File: config.mk
export PLATFORM = sky130hd
export DESIGN_NAME = burst_col_seq
export DESIGN_NICKNAME = d
export VERILOG_FILES = /design/src/rtl/burst_seq_pkg.sv /design/src/rtl/burst_len_reg.sv /design/src/rtl/burst_ctrl.sv /design/src/rtl/burst_wrap_addr.sv /design/src/rtl/burst_col_seq.sv
export SDC_FILE = /design/constraint.sdc
export NUM_CORES = 1
export LEC_CHECK = 0
export ABC_AREA = 0
export CAP_MARGIN = 20
export CORE_ASPECT_RATIO = 1.4
export CORE_UTILIZATION = 46
export DETAILED_ROUTE_END_ITERATION = 16
export GPL_TIMING_DRIVEN = 0
export PLACE_DENSITY_LB_ADDON = 0.2
export SLEW_MARGIN = 20
export SYNTH_ARGS = -nofsm -noshare
export SYNTH_HDL_FRONTEND = slang
export SYNTH_SLANG_ARGS = --single-unit
export TNS_END_PERCENT = 50
File: constraint.sdc
create_clock -name clk -period 1.87 [get_ports clk]
set_input_delay 0.187 -clock clk [delete_from_list [all_inputs] [get_ports clk]]
set_output_delay 0.187 -clock clk [all_outputs]
set_load 0.1 [all_outputs]
File: src/rtl/burst_seq_pkg.sv
// Package: shared widths and the mode field length codes.
// Assumes a 4-bit mode field, of which only bits [3:0] are decoded.
package burst_seq_pkg;
    localparam int LOG_W = 2;                 // holds log2(BL) = 1..3
    localparam logic [2:0] CODE_BL2 = 3'b001;
    localparam logic [2:0] CODE_BL4 = 3'b010;
    localparam logic [2:0] CODE_BL8 = 3'b011;
    typedef logic [LOG_W-1:0] bl_log_t;
endpackage

File: src/rtl/burst_len_reg.sv
// Burst length register: decodes a mode load into log2(BL).
// Assumes illegal codes must leave the stored length untouched.
module burst_len_reg
    import burst_seq_pkg::*;
#(
    parameter int MODE_W = 4
) (
    input  logic              clk,
    input  logic              rst_n,
    input  logic              mode_ld,
    input  logic [MODE_W-1:0] mode_addr,
    output bl_log_t           bl_log
);
    logic    legal;
    bl_log_t decoded;

    // Map the length code to log2(BL); flag anything unsupported.
    always_comb begin
        legal   = !mode_addr[3];
        decoded = 2'd1;
        unique case (mode_addr[2:0])
            CODE_BL2: decoded = 2'd1;
            CODE_BL4: decoded = 2'd2;
            CODE_BL8: decoded = 2'd3;
            default:  legal   = 1'b0;
        endcase
    end

    // Store the length on a legal load; reset to length 2.
    always_ff @(posedge clk) begin
        if (!rst_n)
            bl_log <= 2'd1;
        else if (mode_ld && legal)
            bl_log <= decoded;
    end

    // stored length is always one of the supported values
    a_r2_len_legal: assert property (@(posedge clk) disable iff (!rst_n)
        bl_log != 2'd0);
    // an illegal load never changes the stored length
    a_r3_illegal_kept: assert property (@(posedge clk) disable iff (!rst_n)
        (mode_ld && !legal) |=> $stable(bl_log));
endmodule

File: src/rtl/burst_ctrl.sv
// Burst control: takes commands when idle, latches start, mask and
// direction, and counts words up to the burst length.
// Assumes bl_log is already a legal value (1..3).
module burst_ctrl
    import burst_seq_pkg::*;
#(
    parameter int COL_W = 8
) (
    input  logic             clk,
    input  logic             rst_n,
    input  logic             cmd_valid,
    input  logic             cmd_wr,
    input  logic [COL_W-1:0] cmd_col,
    input  bl_log_t          bl_log,
    output logic             active,
    output logic             last,
    output logic             wr_q,
    output logic [COL_W-1:0] base_q,
    output logic [COL_W-1:0] idx_q,
    output logic [COL_W-1:0] mask_q
);
    logic             take;
    logic [COL_W-1:0] new_mask;

    // Accept a command only while idle; mask = BL - 1.
    always_comb begin
        take     = cmd_valid && !active;
        new_mask = (COL_W'(1) << bl_log) - COL_W'(1);
        last     = active && (idx_q == mask_q);
    end

    // Run state and word index.
    always_ff @(posedge clk) begin
        if (!rst_n) begin
            active <= 1'b0;
            idx_q  <= '0;
        end else if (take) begin
            active <= 1'b1;
            idx_q  <= '0;
        end else if (active) begin
            active <= !last;
            idx_q  <= idx_q + COL_W'(1);
        end
    end

    // Latch the command fields when a command is taken.
    always_ff @(posedge clk) begin
        if (!rst_n) begin
            base_q <= '0;
            mask_q <= COL_W'(1);
            wr_q   <= 1'b0;
        end else if (take) begin
            base_q <= cmd_col;
            mask_q <= new_mask;
            wr_q   <= cmd_wr;
        end
    end

    // busy clears in the cycle after the last word
    a_r8_busy_clears: assert property (@(posedge clk) disable iff (!rst_n)
        last |=> !active);
    // a command during a burst leaves the latched fields alone
    a_r9_drop_keeps_base: assert property (@(posedge clk) disable iff (!rst_n)
        (active && cmd_valid) |=> ($stable(base_q) && $stable(wr_q) && $stable(mask_q)));
    // the index never runs past the burst length
    a_r5_idx_bound: assert property (@(posedge clk) disable iff (!rst_n)
        active |-> ((idx_q & ~mask_q) == '0));
endmodule

File: src/rtl/burst_wrap_addr.sv
// Wrap address unit: forms the column from the start, the word index
// and the wrap mask. Combinational.
// Assumes mask is 2^n - 1.
module burst_wrap_addr #(
    parameter int COL_W = 8
) (
    input  logic [COL_W-1:0] base,
    input  logic [COL_W-1:0] idx,
    input  logic [COL_W-1:0] mask,
    output logic [COL_W-1:0] col
);
    // High bits from the start, low bits advance modulo BL.
    always_comb begin
        col = (base & ~mask) | ((base + idx) & mask);
    end
endmodule

File: src/rtl/burst_col_seq.sv
// Top: wrapping burst column address sequencer. One column per clock
// for each data word, wrapping inside the aligned burst block.
// Assumes a mode load and a command on the same edge: command uses old length.
module burst_col_seq
    import burst_seq_pkg::*;
#(
    parameter int COL_W  = 8,
    parameter int MODE_W = 4
) (
    input  logic              clk,
    input  logic              rst_n,
    input  logic              mode_ld,
    input  logic [MODE_W-1:0] mode_addr,
    input  logic              cmd_valid,
    input  logic              cmd_wr,
    input  logic [COL_W-1:0]  cmd_col,
    output logic [COL_W-1:0]  out_col,
    output logic              out_valid,
    output logic              out_last,
    output logic              out_wr,
    output logic              busy
);
    bl_log_t          bl_log;
    logic             active;
    logic             last;
    logic [COL_W-1:0] base_q;
    logic [COL_W-1:0] idx_q;
    logic [COL_W-1:0] mask_q;

    burst_len_reg #(.MODE_W(MODE_W)) u_len (
        .clk(clk), .rst_n(rst_n), .mode_ld(mode_ld),
        .mode_addr(mode_addr), .bl_log(bl_log)
    );

    burst_ctrl #(.COL_W(COL_W)) u_ctrl (
        .clk(clk), .rst_n(rst_n), .cmd_valid(cmd_valid), .cmd_wr(cmd_wr),
        .cmd_col(cmd_col), .bl_log(bl_log), .active(active), .last(last),
        .wr_q(out_wr), .base_q(base_q), .idx_q(idx_q), .mask_q(mask_q)
    );

    burst_wrap_addr #(.COL_W(COL_W)) u_wrap (
        .base(base_q), .idx(idx_q), .mask(mask_q), .col(out_col)
    );

    // Drive the handshake outputs from the run state.
    always_comb begin
        out_valid = active;
        busy      = active;
        out_last  = last;
    end

    // low bits step +1 modulo BL between consecutive words
    a_r6_wrap_step: assert property (@(posedge clk) disable iff (!rst_n)
        (active && !last) |=> ((out_col & mask_q) == (($past(out_col) + COL_W'(1)) & mask_q)));
    // bits above the wrap field hold for the whole burst
    a_r7_upper_fixed: assert property (@(posedge clk) disable iff (!rst_n)
        (active && !last) |=> ((out_col & ~mask_q) == ($past(out_col) & ~mask_q)));
    // the first word presents the start column
    a_r4_first_col: assert property (@(posedge clk) disable iff (!rst_n)
        (cmd_valid && !busy) |=> (out_valid && out_col == $past(cmd_col)));
endmodule

# --- Word-level counts from Yosys, hierarchy flattened ---
# Index checks and enable logic that the tools add are counted.
totals:
  inputBits: 17
  regBits: 28
  elab_cells: 31
classes:
  n_mux: 4
  n_eq_ne: 4
  bitwise: 5
  add_sub_neg: 3
  reduce_logical: 8
  n_shift: 1
op_table:
  columns: ["operator", "count"]
  rows:
  - ["8-bit AND", 2]
  - ["8-bit by 1-bit adder with 8-bit output, second input constant", 1]
  - ["8-bit adder", 1]
  - ["8-bit == test", 1]
  - ["8-bit NOT", 1]
  - ["8-bit bitwise OR", 1]
  - ["1-bit by 2-bit << shifter with 8-bit output, first input constant", 1]
  - ["8-bit by 2-bit subtractor with 8-bit output, second input constant", 1]
  - ["3-bit by 2-bit == test with 1-bit output, second input constant", 2]
  - ["2-bit one-hot mux with 2 select lines", 1]
  - ["3-bit by 1-bit == test with 1-bit output, second input constant", 1]
  - ["1-bit logical AND", 3]
  - ["1-bit logical NOT", 3]
  - ["1-bit 2-to-1 mux", 3]
  - ["3-bit OR reduction", 1]
  - ["2-bit OR reduction", 1]
  - ["1-bit NOT", 1]

# --- Logic depth before layout (Yosys ltp) ---
# Gate-level depths: netlist of run 1.
logic_depth:
  depth_word: 5
  ltp_mapped: 8
  mapped_depth_nobuf: 8

# --- Hierarchy ---
# Synthesis of run 1 repeated with hierarchy kept, for this count alone.
unflattened:
  cells_unflattened: 193
  hier_area_um2: 1654.1
modules_own_cells:
  columns: ["module", "cells_per_inst", "seq_area_each_um2", "area_each_um2", "instances"]
  rows:
  - ["burst_ctrl", 125, 500.5, 1101.1, 1]
  - ["burst_wrap_addr", 59, 0.0, 455.4, 1]
  - ["burst_len_reg", 8, 40.0, 90.1, 1]
  - ["burst_col_seq", 1, 0.0, 7.5, 1]

# --- Worst setup path after synthesis of run 1 ---
# No wires, ideal clock.
synth_timing:
  kind: "register to output"
  from: "reg u_ctrl.idx_q[0]"
  to: "out out_col[6]"
  n_path_buf: 0
  arrival_ns: 3.783
  required_time_ns: 1.683
  path_slack_ns: -2.100
  path_stages_with_launch: 9
  path_cell_list: "dfxtp_1 -> ha_1 -> inv_1 -> fa_1 -> nor2b_1 -> o21ai_1 -> a21boi_1 -> nor2_1 -> o311ai_1"
synth_between:
  elab_chain_len: 3
synth_rtl:
  columns: ["item", "line", "text"]
  rows:
  - ["from (decl)", "burst_ctrl.sv:19", "output logic [COL_W-1:0] idx_q,"]
  - ["from (signal assigned)", "burst_ctrl.sv:42", "idx_q <= idx_q + COL_W'(1);"]
  - ["8-bit adder", "burst_wrap_addr.sv:14", "col = (base & ~mask) | ((base + idx) & mask);"]
  - ["8-bit AND", "burst_wrap_addr.sv:14", null]
  - ["8-bit bitwise OR", "burst_wrap_addr.sv:14", null]
  - ["to (decl)", "burst_col_seq.sv:17", "output logic [COL_W-1:0] out_col,"]
# Every way passes these cells.

# --- Worst setup path after layout of run 1 ---
layout_timing:
  from: "reg u_ctrl.base_q[0]"
  to: "out out_col[6]"
layout_between:
  elab_chain_len: 3
layout_rtl:
  columns: ["item", "line", "text"]
  rows:
  - ["from (decl)", "burst_ctrl.sv:18", "output logic [COL_W-1:0] base_q,"]
  - ["from (signal assigned)", "burst_ctrl.sv:53", "base_q <= cmd_col;"]
  - ["8-bit adder", "burst_wrap_addr.sv:14", null]
  - ["8-bit AND", "burst_wrap_addr.sv:14", null]
  - ["8-bit bitwise OR", "burst_wrap_addr.sv:14", null]
# Every way passes these cells.

==> results of run 1 <==
-- worst paths after layout --
check | endpoint | depth (start not counted) | slack (ns)
hold / removal | u_ctrl.base_q[2] | 2 | 0.31
setup / recovery | out_col[6] | 9 | -0.45
hold reg to reg | u_ctrl.wr_q | 2 | 0.48
setup reg to reg | u_ctrl.active | 7 | 0.23
-- layout make-up --
type | instances | share of cell area [%]
flip-flops and latches | 26 | 24.99
inverters | 6 | 1.018
multi-input cells | 134 | 49.12
clock buffers | 4 | 2.035
repair buffers | 38 | 18.60
well taps | 39 | 2.205
plain buffers | 8 | 2.035
-- stage by stage --
stage	worst slack, ns	setup TNS [ns]
after CTS	-0.4528	-1.711
after floorplan	-0.5098	-1.354
after detailed placement	-1.204	-6.171
after global placement	-1.163	-5.989
after global routing	-0.5404	-2.271
final	-0.4541	-1.807
-- cells in the mapped netlist, drive strengths merged --
cell type,instances,area share [%]
a211oi,1,0.50
a21boi,12,6.1
a21oi,6,2.3
a31o,1,0.59
and3,4,1.7
and4,1,0.59
buf,6,2.5
clkbuf,2,0.50
dfxtp,26,35
fa,1,1.3
ha,9,7.6
inv,6,1.5
mux2,4,3.0
mux2i,2,1.3
nand2,31,7.8
nand2b,2,0.84
nand3,5,1.7
nand3b,2,1.0
nand4,2,0.84
nor2,15,3.8
nor2b,4,1.7
nor3,1,0.34
nor3b,1,0.50
nor4,1,0.42
nor4b,2,2.6
o211a,1,0.67
o21ai,6,2.0
o311ai,1,0.59
or2,1,0.42
or3,2,0.84
or4b,1,0.67
xnor2,4,2.4
xor2,11,6.5
-- what timing repair did --
action	in CTS	in global routing
hold endpoints to repair	0	0
setup endpoints to repair	12	7
hold buffers	0	0
pin swaps	9	5
resized for setup	79	9
buffers inserted	10	1
-- state kept, by name, summed over array words and instances (netlist names) --
| register | cells |
|---|---|
| u_ctrl.base_q | 8 |
| u_ctrl.wr_q | 1 |
| u_ctrl.idx_q | 8 |
| u_ctrl.mask_q | 6 |
| u_ctrl.active | 1 |
| u_len.bl_log | 2 |
-- report_power, final --
| part | switching [uW] | internal, uW |
|---|---|---|
| sequential | 25.2 | 571 |
| clock | 179 | 153 |
| combinational | 258 | 165 |
| total | 461 | 889 |
-- cells in the final DEF (no fill, tap or decap), drive strengths merged, types with 9 or more instances in the layout --
master and count:
a21boi 12, buf 26, clkdlybuf4s50 15, dfxtp 26, ha 9, nand2 31, nor2 15, xor2 11
-- cell families (layout without fill, tap and decap cells) --
group / Yosys count / in the layout / share of synthesized area [%]
buf+inv: 14 / 56 / 4.537
flops: 26 / 26 / 34.96
xor+xnor: 15 / 15 / 8.823
compound gates: 28 / 28 / 12.69
simple gates: 75 / 75 / 25.71
mux: 6 / 6 / 4.370
fa+ha+maj: 10 / 10 / 8.908
-- layer usage --
layer | vias to the layer above | global-route usage (%)
met4 | 0 | 8.571
met5 | - | 0
met2 | 37 | 39.26
met3 | 9 | 2.412
met1 | 640 | 27.17
li1 | 676 | -
-- worst reg2reg max path, cell delays in order (launching register included) --
cell and delay (ns):
dfxtp_4 0.36, buf_4 0.14, xor2_1 0.13, nor4_1 0.27, o21ai_1 0.16, nor4b_4 0.28, buf_4 0.15, nor2_1 0.03
==> impl_metrics.tcl, run 1 <==
set metrics [dict create \
    powerDensity_nw_per_um2 609.9 \
    fin_area_um2 2213 \
    dp_cells 240 \
    cts_root_buf "clkbuf_8" \
    crit_chain "ha_4 -> inv_2 -> fa_2 -> nor2b_2 -> o21ai_2 -> a21boi_2 -> nor2_2 -> o311ai_4 -> buf_12" \
    ys_types 38 \
    antenna_found_initial 0 \
    syn_area_um2 1489 \
    n_fill_cell 247 \
    grt_usage_pct 22.41 \
    n_antenna_cell 0 \
    routed.top_layer "met4" \
    rsz0062_at_grt "yes" \
    core_area_um2 3093 \
    end_kind "output port" \
    failed_checks "setup timing" \
    numPortBuffers 27 \
    vias 1362 \
    cts.sinks 26 \
    timing.rr.start "u_ctrl.idx_q[0]" \
    min_period_ns 2.324 \
    setup_viol 6 \
    drv_cap 0 \
    wl_met3_um 124 \
    syn_nets 201 \
    htreeDepth 1 \
    first_pass_iters 4 \
    crit_slowest_cell "dfxtp_2" \
    synthCells 174 \
    cp_slowest_stage_delay_ns 0.36 \
    max_slew_margin_pct 36.54 \
    start_util_pct 48.14 \
    worstMarginPinSlew_ns 0.9556 \
    multi_input_area_um2 1087 \
    cts_tree "done" \
    finalMaxSlewViolations 0 \
    dieHeight_um 69.32 \
    worstPathArrival_ns 2.14 \
    drive_gt1_share_pct 33.80 \
    fin_util_pct 71.56 \
    grt_pass1_wl_um 6030 \
    cp-start-kind "register" \
    ys_seq_elements 26 \
    wirelength_um 3668 \
    drc 0 \
    routed-wl-met2_um 1996 \
    cp_top_family "compound AO/OA/AOI/OAI gates" \
    syn_area_per_cell_um2 8.557 \
    final.setup_skew_ns 0.003283 \
    ant_nets 0 \
    worstHoldStart "rst_n" \
    ir_drop_mv 0.6380 \
    first_iter_violations 31 \
    clk_latency_ns 0.28 \
    post_drt_via_cell_ratio 5.341 \
    hold_viol 0 \
    hpwl_um 2579 \
    p_total_uw 1350 \
    timing.hold.ws_ns 0.3056 \
    path_class "register to output port" \
    fin_ws_ns -0.4541 \
    synth_warnings 0 \
    gp_congestion 0.8511 \
    holdCritPathClass "input pin to register" \
    wl_met1_um 1452 \
    cp.required_ns 1.68 \
    crit_fanout 3 \
    fin_crit_sh_pct 124.3 \
    path_buf_inv 2 \
    chipWidth_um 50.09 \
    final_cells 255 \
    clockBufferDepth 2 \
    fin_nets 244 \
    cts_inserted_buffers 3 \
    synth_seq_area_share_pct 34.96 \
    fmax_ghz 0.4303 \
    area_growth_pct 48.66 \
    postPlaceCellArea_um2 1939 \
    wire_per_inst_um 14.38 \
    placementRows 24 \
    leakage_uw 0.0008620 \
    grt_max_degree 15 \
    seqCellArea_um2 553.0 \
    grt_pass1_vias 1356 \
    grt_remaining_overflow 0 \
    run_status "complete, but fails checks" \
    dieArea_um2 3472 \
    critPathLaunch "u_ctrl.base_q[0]" \
    ioPinCount 29 \
    clk_pin_slew_ns 0.09 \
]
No activity file was read; power rests on OpenSTA's default activity.
==> run 2: changes to the inputs <==
--- a/config.mk
+++ b/config.mk
@@ -8,10 +8,12 @@
 export ABC_AREA = 0
 export CAP_MARGIN = 20
 export CORE_ASPECT_RATIO = 1.4
+export CORE_MARGIN = 5
 export CORE_UTILIZATION = 46
 export DETAILED_ROUTE_END_ITERATION = 16
 export GPL_TIMING_DRIVEN = 0
 export PLACE_DENSITY_LB_ADDON = 0.2
+export SETUP_SLACK_MARGIN = 0.5
 export SLEW_MARGIN = 20
 export SYNTH_ARGS = -nofsm -noshare
 export SYNTH_HDL_FRONTEND = slang
==> impl_metrics.tcl, run 2 (same netlist as run 1, synthesis figures left out) <==
set metrics [dict create \
    finalMaxSlewViolations 0 \
    failed_checks "setup timing" \
    rsz0062_at_grt "yes" \
    dp_cells 240 \
    cts_hold_buf 0 \
    crit_chain "ha_4 -> inv_2 -> fa_2 -> nor2b_4 -> o21ai_2 -> a21boi_2 -> nor2_2 -> o311ai_4 -> buf_12" \
    final.setup_skew_ns 0.007139 \
    drc 0 \
    fin_crit_sh_pct 123.1 \
    fin_nets 246 \
    powerDensity_nw_per_um2 659.4 \
    clk_latency_ns 0.27 \
    drive_gt1_share_pct 37.16 \
    top_regs "u_ctrl.base_q: 8 flops, u_ctrl.idx_q: 8 flops, u_ctrl.mask_q: 6 flops" \
    mostFrequentLayoutCells "nand2_1, buf_4, clkdlybuf4s50_1, nor2_1, dfxtp_1" \
    fin_ws_ns -0.4325 \
    placementRows 24 \
    cp-start-kind "register" \
    final_cells 257 \
    whs_path_depth 2 \
    hpwl_um 2733 \
    area_growth_pct 53.28 \
    grt_max_degree 16 \
    wirelength_um 3762 \
    crit_fanout 3 \
    ant_nets 0 \
    grt_usage_pct 18.18 \
    ir_drop_mv 0.6166 \
    antenna_found_initial 0 \
    n_fill_cell 227 \
    cts_root_buf "clkbuf_8" \
    hold_viol 0 \
    dp_worst_setup_slack_ns -1.183 \
    setup_viol 6 \
    post_drt_via_cell_ratio 5.424 \
    grt_pass1_vias 1454 \
    first_pass_iters 4 \
    start_util_pct 47.68 \
    grt_remaining_overflow 0 \
    mostFrequentLayoutCell "nand2_1" \
    cp_slowest_stage_delay_ns 0.37 \
    chipWidth_um 58.09 \
    rr_worst_depth 7 \
    htreeDepth 1 \
    cts_inserted_buffers 3 \
    worstMarginPinSlew_ns 0.4844 \
    numPortBuffers 27 \
    ioPinCount 29 \
    path_class "register to output port" \
    vias 1394 \
    max_slew_margin_pct 67.93 \
    clockBufferDepth 2 \
    worstPathArrival_ns 2.12 \
    holdCritPathClass "input pin to register" \
    cts.sinks 26 \
    n_antenna_cell 0 \
    min_period_ns 2.302 \
    core_area_um2 3123 \
    dieArea_um2 4491 \
    wire_per_inst_um 14.64 \
    grt_pass1_wl_um 6506 \
    end_kind "output port" \
    first_iter_violations 25 \
    crit_slowest_cell "dfxtp_2" \
    fmax_ghz 0.4343 \
    run_status "complete, but fails checks" \
    drv_cap 0 \
    cp.required_ns 1.68 \
    gp_congestion 0.8026 \
    cts_tree "done" \
    leakage_uw 0.0008953 \
    clk_pin_slew_ns 0.10 \
    dieHeight_um 77.32 \
]
run 2: cell count changes in the layout (fill, tap and decap cells not counted), sizes merged:
cell / change
buf: +5
dlygate4sd2: -2
bufinv: +1
clkbuf: -1
clkdlybuf4s15: -1
run 2: through the flow:
| stage | power, uW | setup TNS (ns) | utilization [%] | area (um2) | hold WS (ns) |
|---|---|---|---|---|---|
| after global routing | 1563 | -2.482 | 73.08 | 2282 | 0.3191 |
| final | 1505 | -2.002 | 73.08 | 2282 | 0.2861 |
| after detailed placement | 993.3 | -6.136 | 62.38 | 1948 | 0.4725 |
| after CTS | 1509 | -1.987 | 71.31 | 2227 | 0.2817 |
| after global placement | 982.3 | -6.014 | 62.38 | 1948 | 0.4553 |
| after floorplan | 888.4 | -1.354 | - | 1629 | 0.3244 |
run 2: what timing repair did:
item                                    CTS  global route
buffers inserted                         10             3
resized for setup                        96            16
endpoints found under the setup margin   17            20
hold endpoints to repair                  0             0
pin swaps                                 9             5
run 2: metal layers:
metal | GRT usage (%) | routed length (um) | part of all wire [%] | up-vias
met4 | 8.121 | 55 | 1.5 | 0
met5 | 0 | 0 | 0 | -
met3 | 2.857 | 156 | 4.1 | 6
met2 | 32.81 | 2037 | 54 | 27
li1 | - | - | - | 680
met1 | 20.27 | 1514 | 40 | 681
run 2: final timing paths:
path,from,end,slack [ns]
setup reg to reg,u_ctrl.idx_q[1],u_ctrl.active,0.20
hold / removal,rst_n,u_ctrl.base_q[2],0.29
setup / recovery,u_ctrl.base_q[0],out_col[6],-0.43
hold reg to reg,u_ctrl.wr_q,u_ctrl.wr_q,0.48
run 2: critical path: cells and delay by family, from the launching register on:
kind	cells	cell delay, ns
AOI/OAI and AO/OA	3	0.51
and+or+nand+nor	2	0.21
DFF	1	0.37
adders and majority gates	2	0.51
buffers and inverters	2	0.24
run 2: final cells by class:
class | instances | area [um2] | area share [%]
Buffer | 8 | 56.30 | 2.467
Clock inverter | 1 | 30.03 | 1.316
Multi-Input combinational cell | 134 | 1092 | 47.86
Sequential cell | 26 | 555.5 | 24.34
Timing Repair Buffer | 40 | 435.4 | 19.08
Inverter | 6 | 22.52 | 0.9868
Clock buffer | 3 | 41.29 | 1.809
Tap cell | 39 | 48.80 | 2.138
run 2: power by group:
group | internal (uW) | total (uW) | leakage (uW) | switching, uW
Sequential | 569 | 595 | 0.000220 | 25.5
Combinational | 178 | 439 | 0.000640 | 261
Clock | 286 | 471 | 0.0000357 | 184
==> run 3: changes to the inputs <==
--- a/config.mk
+++ b/config.mk
@@ -9,7 +9,7 @@
 export CAP_MARGIN = 20
 export CORE_ASPECT_RATIO = 1.4
 export CORE_MARGIN = 5
-export CORE_UTILIZATION = 46
+export CORE_UTILIZATION = 51
 export DETAILED_ROUTE_END_ITERATION = 16
 export GPL_TIMING_DRIVEN = 0
 export PLACE_DENSITY_LB_ADDON = 0.2
==> constraint.sdc (replaced) <==
create_clock -name clk -period 2.65 [get_ports clk]
set_input_delay 0.265 -clock clk [delete_from_list [all_inputs] [get_ports clk]]
set_output_delay 0.265 -clock clk [all_outputs]
set_load 0.1 [all_outputs]
==> impl_metrics.tcl, run 3 (same netlist as run 1, synthesis figures left out) <==
set metrics [dict create \
    ioPinCount 29 \
    leakage_uw 0.0008120 \
    gp_congestion 0.8471 \
    grt_max_degree 15 \
    clk_latency_ns 0.26 \
    fmax_ghz 0.4129 \
    numPortBuffers 27 \
    fin_area_um2 2091 \
    pwr-share-clk_pct 24.0 \
    area_growth_pct 40.42 \
    cp-start-kind "register" \
    cts_tree "done" \
    worstMarginPinSlew_ns 0.9684 \
    cts_inserted_buffers 3 \
    drive_gt1_share_pct 28.10 \
    dieHeight_um 73.93 \
    grt_pass1_wl_um 5947 \
    p_int_uw 608.9 \
    final.setup_skew_ns 0.001893 \
    fin_nets 238 \
    hpwl_um 2661 \
    p_switching_uw 311.7 \
    core_area_um2 2849 \
    dieArea_um2 4115 \
    min_period_ns 2.422 \
    post_drt_via_cell_ratio 5.324 \
    start_util_pct 52.26 \
    worstHoldStart "rst_n" \
    drc 0 \
    first_iter_violations 20 \
    timing.rr.start "u_ctrl.idx_q[0]" \
    end_kind "output port" \
    cts.sinks 26 \
    pwr-share-comb_pct 30.3 \
    worstPathArrival_ns 2.16 \
    holdCritPathClass "input pin to register" \
    run_status "complete, no violations" \
    placementRows 23 \
    mostFrequentLayoutCells "nand2_1, clkdlybuf4s50_1, nor2_1, dfxtp_1, a21boi_0" \
    grt_usage_pct 17.89 \
    mostFrequentLayoutCell "nand2_1" \
    wirelength_um 3531 \
    chipWidth_um 55.67 \
    vias 1315 \
    max_slew_margin_pct 35.24 \
    ant_nets 0 \
    critPathLaunch "u_ctrl.idx_q[0]" \
    timing.hold.ws_ns 0.4017 \
    clk_pin_slew_ns 0.09 \
    powerDensity_nw_per_um2 440.3 \
    wire_per_inst_um 14.30 \
    htreeDepth 1 \
    cts_hold_buf 0 \
    postPlaceCellArea_um2 1922 \
    fin_setup_tns_ns 0 \
    finalMaxSlewViolations 0 \
    crit_fanout 3 \
    cp.required_ns 2.38 \
    top_regs "u_ctrl.base_q: 8 flops, u_ctrl.idx_q: 8 flops, u_ctrl.mask_q: 6 flops" \
    n_antenna_cell 0 \
    switching_share_pct 33.86 \
    antenna_found_initial 0 \
    fin_util_pct 73.39 \
    drv_cap 0 \
    p_seq_share_pct 45.7 \
    rsz0062_at_grt "yes" \
    path_class "register to output port" \
    grt_pass1_vias 1354 \
    clockBufferDepth 2 \
    ir_drop_mv 0.3584 \
    first_pass_iters 4 \
    cts_root_buf "clkbuf_8" \
    grt_remaining_overflow 0 \
    fin_crit_sh_pct 91.39 \
    setup_viol 0 \
    hold_viol 0 \
]
==> run 3: changes by cell type in the layout (fill, tap and decap cells not counted), moves of 2 or more <==
| cell | before | now |
|---|---|---|
| dfxtp_1 | 12 | 14 |
| buf_2 | 2 | 4 |
| buf_12 | 7 | 4 |
| buf_4 | 17 | 9 |
| nor2_2 | 3 | 1 |
| buf_6 | 5 | 0 |
| dfxtp_4 | 7 | 4 |
| clkdlybuf4s50_1 | 15 | 20 |
| nor2_1 | 12 | 14 |
==> run 3: power groups by stage <==
stage	clock (uW)	combinational [uW]	sequential (uW)
2_1_floorplan	0	174	446
3_3_place_gp	0	254	433
3_5_place_dp	0	259	434
4_1_cts	222	274	421
5_1_grt	244	296	423
6_report	221	279	421
==> run 3: layout make-up <==
| class | count | area (um2) |
|---|---|---|
| plain buffers | 8 | 45.04 |
| well taps | 37 | 46.29 |
| inverters | 6 | 22.52 |
| fillers | 218 | 758.2 |
| clock inverters | 1 | 3.754 |
| clock buffers | 3 | 41.29 |
| repair buffers | 32 | 341.6 |
| multi-input cells | 134 | 1045 |
| flip-flops and latches | 26 | 545.5 |
==> run 3: per-layer routing <==
metal  part of all wire, %  track usage [%]
met5                     0                0
met1                    40            21.38
met2                    54            33.82
met3                   3.8            2.257
met4                   2.0            4.865
==> run 3: per-stage QoR <==
step                total power [uW]  cells  setup WS, ns
floorplan                      619.9    174        0.1921
global placement               686.2    238       -0.4745
detailed placement             692.5    238       -0.4886
CTS                            917.3    245        0.2339
global route                   962.7    247        0.1278
finish                         920.5    247        0.2281
==> run 3: worst max-delay path: stages, from the launching register on <==
cell and delay [ns]:
dfxtp_4 0.37, ha_4 0.13, inv_2 0.04, fa_2 0.40, nor2b_2 0.15, o21ai_2 0.08
a21boi_2 0.18, nor2_2 0.07, o311ai_4 0.25, buf_12 0.21
==> run 3: repair_timing <==
action / 4_1_cts / 5_1_grt
pin swaps: 7 / 5
resized for setup: 54 / 11
endpoints found under the setup margin: 9 / 9
buffers inserted: 3 / 2
==> run 3: final timing paths <==
check	slack [ns]	depth (start not counted)	to
min	0.40	2	u_ctrl.base_q[2]
max	0.23	9	out_col[6]
max reg2reg	1.10	6	u_ctrl.active
min reg2reg	0.48	2	u_ctrl.wr_q
